`config.mk`:
```
export PLATFORM = sky130hd
export DESIGN_NAME = bus_ready_term
export DESIGN_NICKNAME = d
export VERILOG_FILES = /design/src/rtl/brt_pkg.sv /design/src/rtl/brt_ready_sync.sv /design/src/rtl/brt_wait_timer.sv /design/src/rtl/brt_cycle_ctrl.sv /design/src/rtl/bus_ready_term.sv
export SDC_FILE = /design/constraint.sdc
export NUM_CORES = 1
export LEC_CHECK = 0
export BUFFER_PORTS_ARGS = -buffer_cell sky130_fd_sc_hd__buf_2
export CAP_MARGIN = 25
export CORE_AREA = 2 2 39 41
export DETAILED_ROUTE_END_ITERATION = 12
export DIE_AREA = 0 0 41 43
export GPL_ROUTABILITY_DRIVEN = 0
export PLACE_DENSITY = 0.41
export RECOVER_POWER = 50
export SYNTH_ARGS = -nofsm -noshare
export SYNTH_HDL_FRONTEND = slang
export SYNTH_SLANG_ARGS = --single-unit
```
`constraint.sdc`:
```
create_clock -name clk_i -period 1.1 [get_ports clk_i]
set_input_delay 0.055 -clock clk_i [delete_from_list [all_inputs] [get_ports clk_i]]
set_output_delay 0.055 -clock clk_i [all_outputs]
set_load 0.1 [all_outputs]
```
`src/rtl/brt_pkg.sv`:
```
package brt_pkg;
   typedef enum logic {
      BRT_IDLE = 1'b0,
      BRT_WAIT = 1'b1
   } brt_state_e;

   localparam int BRT_MAX_WAIT_W = 4;
endpackage

```
`src/rtl/brt_ready_sync.sv`:
```
module brt_ready_sync #(
   parameter bit HALF_CYCLE = 1'b1
) (
   input  logic clk_i,
   input  logic rst_i,
   input  logic ardy_i,
   output logic ardy_q_o
);
   logic cap_q;
   logic res_q;

   // first stage: capture on the rising edge
   always_ff @(posedge clk_i) begin
      if (rst_i) cap_q <= 1'b0;
      else       cap_q <= ardy_i;
   end

   // second stage: resolve on the falling edge, or a full cycle later
   generate
      if (HALF_CYCLE) begin : g_half
         always_ff @(negedge clk_i) begin
            if (rst_i) res_q <= 1'b0;
            else       res_q <= cap_q;
         end
      end else begin : g_full
         always_ff @(posedge clk_i) begin
            if (rst_i) res_q <= 1'b0;
            else       res_q <= cap_q;
         end
      end
   endgenerate

   assign ardy_q_o = res_q;
endmodule

```
`src/rtl/brt_wait_timer.sv`:
```
module brt_wait_timer #(
   parameter int WAIT_W = 2
) (
   input  logic              clk_i,
   input  logic              rst_i,
   input  logic              load_i,
   input  logic              dec_i,
   input  logic [WAIT_W-1:0] load_val_i,
   output logic              zero_o
);
   localparam logic [WAIT_W-1:0] ONE = WAIT_W'(1);

   logic [WAIT_W-1:0] cnt_q;

   always_ff @(posedge clk_i) begin
      if (rst_i)       cnt_q <= '0;
      else if (load_i) cnt_q <= load_val_i;
      else if (dec_i)  cnt_q <= cnt_q - ONE;
   end

   assign zero_o = (cnt_q == '0);
endmodule

```
`src/rtl/brt_cycle_ctrl.sv`:
```
module brt_cycle_ctrl
   import brt_pkg::*;
(
   input  logic clk_i,
   input  logic rst_i,
   input  logic start_i,
   input  logic ign_rdy_i,
   input  logic srdy_i,
   input  logic ardy_q_i,
   input  logic timer_zero_i,
   output logic load_o,
   output logic dec_o,
   output logic done_o
);
   brt_state_e state_q;
   logic       ign_q;
   logic       done_q;
   logic       rdy_ok;
   logic       finish;

   assign rdy_ok = srdy_i | ardy_q_i;
   assign finish = (state_q == BRT_WAIT) && timer_zero_i && (ign_q || rdy_ok);
   assign load_o = (state_q == BRT_IDLE) && start_i;
   assign dec_o  = (state_q == BRT_WAIT) && !timer_zero_i;

   always_ff @(posedge clk_i) begin
      if (rst_i) begin
         state_q <= BRT_IDLE;
         ign_q   <= 1'b0;
         done_q  <= 1'b0;
      end else begin
         done_q <= finish;
         unique case (state_q)
            BRT_IDLE: begin
               if (start_i) begin
                  state_q <= BRT_WAIT;
                  ign_q   <= ign_rdy_i;
               end
            end
            BRT_WAIT: begin
               if (finish) state_q <= BRT_IDLE;
            end
            default: state_q <= BRT_IDLE;
         endcase
      end
   end

   assign done_o = done_q;
endmodule

```
`src/rtl/bus_ready_term.sv`:
```
module bus_ready_term #(
   parameter int WAIT_W            = 2,
   parameter bit ASYNC_HALF_CYCLE  = 1'b1
) (
   input  logic              clk_i,
   input  logic              rst_i,
   input  logic              ardy_i,
   input  logic              srdy_i,
   input  logic              start_i,
   input  logic              ign_rdy_i,
   input  logic [WAIT_W-1:0] wait_cnt_i,
   output logic              done_o
);
   generate
      if (WAIT_W < 1 || WAIT_W > brt_pkg::BRT_MAX_WAIT_W) begin : g_bad_width
         $error("bus_ready_term: WAIT_W out of range");
      end
   endgenerate

   logic ardy_q;
   logic timer_zero;
   logic load;
   logic dec;

   brt_ready_sync #(.HALF_CYCLE(ASYNC_HALF_CYCLE)) u_sync (
      .clk_i   (clk_i),
      .rst_i   (rst_i),
      .ardy_i  (ardy_i),
      .ardy_q_o(ardy_q)
   );

   brt_wait_timer #(.WAIT_W(WAIT_W)) u_timer (
      .clk_i     (clk_i),
      .rst_i     (rst_i),
      .load_i    (load),
      .dec_i     (dec),
      .load_val_i(wait_cnt_i),
      .zero_o    (timer_zero)
   );

   brt_cycle_ctrl u_ctrl (
      .clk_i       (clk_i),
      .rst_i       (rst_i),
      .start_i     (start_i),
      .ign_rdy_i   (ign_rdy_i),
      .srdy_i      (srdy_i),
      .ardy_q_i    (ardy_q),
      .timer_zero_i(timer_zero),
      .load_o      (load),
      .dec_o       (dec),
      .done_o      (done_o)
   );
endmodule

```
-- Yosys cells after proc, flatten, opt, wreduce, memory -nomap -nowiden
Index checks and enable logic that the tools add are counted.
- input port bits: 8
- output and inout bits: 1
- register bits: 7
- logic and storage cells: 23
- mux-type cells: 5
- $add $sub $neg: 1
- reductions and logical operators: 9
- bitwise operators: 2
- operators with widths (cell ; number):
    $logic_and 1x1->1 ; 4
    $mux 2 ; 2
    $logic_not 2->1 ; 1
    $mux 1 ; 2
    $pmux 1 s2 ; 1
    $reduce_and 2->1 ; 1
    $reduce_bool 2->1 ; 1
    $sub 2x1->2 const B ; 1
    $logic_not 1->1 ; 1
    $logic_or 1x1->1 ; 1
    $not 1->1 ; 1
    $or 1x1->1 ; 1

-- Longest topological paths before layout
- depth after elaboration: 5
- depth in mapped cells: 5
- gate-level depth less buffers: 5

-- Cells and area by module
From an unflattened synthesis, not the netlist that was laid out.
- cells, all modules: 30
- area, all modules: 296.5 um^2
- by module, submodules not included (module ; times used ; cells an instance ; area each (um^2)):
    brt_wait_timer ; 1 ; 13 ; 126.4
    brt_cycle_ctrl ; 1 ; 12 ; 113.9
    brt_ready_sync ; 1 ; 5 ; 56.3

==> metrics.cfg <==
[timing]
relSlewSlack_pct=80.0
tightest_slew_ps=302
rsz0062_at_grt=yes
setup_tns_ps=-482
finClkSkew_ps=57.7
finalWorstSetupSlack_ps=-271
fin_hold_ws_ps=15.9
setup_violations=3
maxSlewViolCount=0
hold_viol_final=0

[drt]
drtAntennaViolNets=0
num_vias=244
finalWirelength_um=573
drtPass1Iterations=2
drt_iter0_drc=1
routed_via_density=4.21
wl_per_cell_um=9.88
drc=0

[yosys]
synth.largest_area_cell=dfxtp_1
ys_seq_area_share_pct=50.2
synth_top_area_share_pct=50.2
synth_top_family_by_area=simple AND/OR/NAND/NOR gates
yosysWarnings=0
synth_xor_area_share_pct=0
syn-num-nets=38
synth_fa_ha_area_share_pct=4.48
synth_cells=29
syn_avg_cell_area_sq_um=9.62
synth_cell_types=15
synth-simple-area-share_pct=22.0
ys_top_cells_by_area=dfxtp_1 (50%), inv_1 (5.4%), nor3b_1 (5.4%)
synth_compound_area_share_pct=14.3
synth_mux_area_share_pct=3.59
ys_seq_elements=7
syn-cell-area_sq_um=279

[min_path]
min_delay_path_depth=2
hold_path_class=in2reg
hold_start=ardy_i
hold_end=u_sync.cap_q

[final_layout]
fin_area_sq_um=410
layout.nets=52
final_core_util_pct=29.7
multi_input_comb_area_sq_um=155
area_growth_pct=47.1
final_cell_mix=buf_2 (7), clkbuf_4 (4), dfxtp_1 (4)
layout_commonest_cell=buf_2
seqCellArea_sq_um=144
num_antenna_cells=0
fill_cells=149
layout-drive-gt1-share_pct=52.4

[worst_setup_path]
r2r_slack_ps=-270
rr_worst_depth=2
arrival_ps=1550
path_class=reg2reg
cp.required_ps=1280
cp-start-kind=flip-flop
critPathMaxFanout=2
r2r-end=u_ctrl.state_q
crit-reg2reg-launch=u_sync.ardy_q_o
crit_path_end_kind=flip-flop

[power]
p_leak_nw=0.177
power_density_nw_per_um2=1560
vdd_ir_drop_max_v=0.000706

[global_routing]
globalRouteTotalUtil_pct=9.26
antenna_found_initial=0
grt_overflow=0
grt_max_degree=7
grt_pass1_vias=235
grt_pass1_wl_um=1020

[floorplanning]
dieWidth_um=41
dieArea_sq_um=1760
ios=9
start_util_pct=20.2
die_y_um=43
row_count=14
design.core.area_sq_um=1380

[clock_network]
clk_latency_ps=300
htreeDepth=1
cts_setup_buffers=0
ctsRootBufferMaster=clkbuf_4
cts-buffers-inserted=3
cts_hold_buf=0
cts.sinks=7
cts_tree=done
cts_max_path_buffers=2
clk_pin_slew_worst_paths_ps=50

[job]
cap_violations=0

[place]
portBuffers=8
dpl.hpwl_um=437
placed_area_sq_um=367

[status]
outcome=finished, violations left
violations=setup timing

[cells in the mapped netlist]
cell,count
mux2i_1,1
inv_1,4
and2_1,1
o31ai_1,1
and2b_2,1
and2_2,1
dfxtp_1,7
nor2_1,3
a32oi_1,1
nor2b_1,2
ha_1,1
nor3b_1,2
o21ai_0,2
a21oi_1,1
a311oi_1,1
[metal layers]
metal  global-route usage [%]  wire [um]  vias to the layer above
met1                     8.44        224                      112
met4                     2.00          0                        0
li1                         -          -                      125
met3                     7.85         39                        0
met5                        0          0                        -
met2                     15.0        308                        7
[state kept, by name, summed over array words and instances, names as in the netlist]
name / flops
u_ctrl.done_o: 1
u_timer.cnt_q: 2
u_ctrl.ign_q: 1
u_sync.cap_q: 1
u_sync.ardy_q_o: 1
u_ctrl.state_q: 1
[logic make-up after synthesis]
| family | Yosys count |
|---|---|
| flip-flops | 7 |
| AO/OA/AOI/OAI | 6 |
| adder cells (fa/ha/maj) | 1 |
| multiplexers | 1 |
| AND/OR/NAND/NOR | 10 |
| buffers and inverters | 4 |
[worst max path at each step]
stage,startpoint,to
detailed placement,u_sync.ardy_q_o,u_ctrl.state_q
finish,u_sync.ardy_q_o,u_ctrl.state_q
floorplan,u_sync.ardy_q_o,u_ctrl.state_q
CTS,u_sync.ardy_q_o,u_ctrl.state_q
global route,u_sync.ardy_q_o,u_ctrl.state_q
global placement,u_sync.ardy_q_o,u_ctrl.state_q
[final cells by class]
type                    count  area share [%]
inverters                   3            2.74
multi-input cells          18            37.8
clock inverters             2            1.83
repair buffers              9            12.2
flip-flops and latches      7            35.1
clock buffers               3            5.49
well taps                  16            4.88
[what timing repair did]
action | 4_1_cts | 5_1_grt
setup endpoints to repair | 4 | 4
pin swaps | 4 | 2
gates resized for setup | 7 | 2
hold endpoints to repair | 0 | 0
gates cloned | 0 | 0
[worst max-delay path, cell delays in order (launching register included)]
cell     delay [ps]
dfxtp_2         310
o31ai_4         210
nor3b_2         170
[report_power, final]
part	internal, mW	switching, mW	leakage, nW
clock	0.134	0.0999	0.0245
combinational	0.0569	0.0618	0.0940
sequential	0.276	0.0125	0.0589
[through the flow]
stage	power [mW]	setup WS, ps	cells
final	0.641	-271	58
after global routing	0.682	-320	58
after CTS	0.647	-236	58
after detailed placement	0.403	-217	54
after global placement	0.396	-194	54
after floorplan	0.362	-178	29
Power figures use the tool's default switching activity.
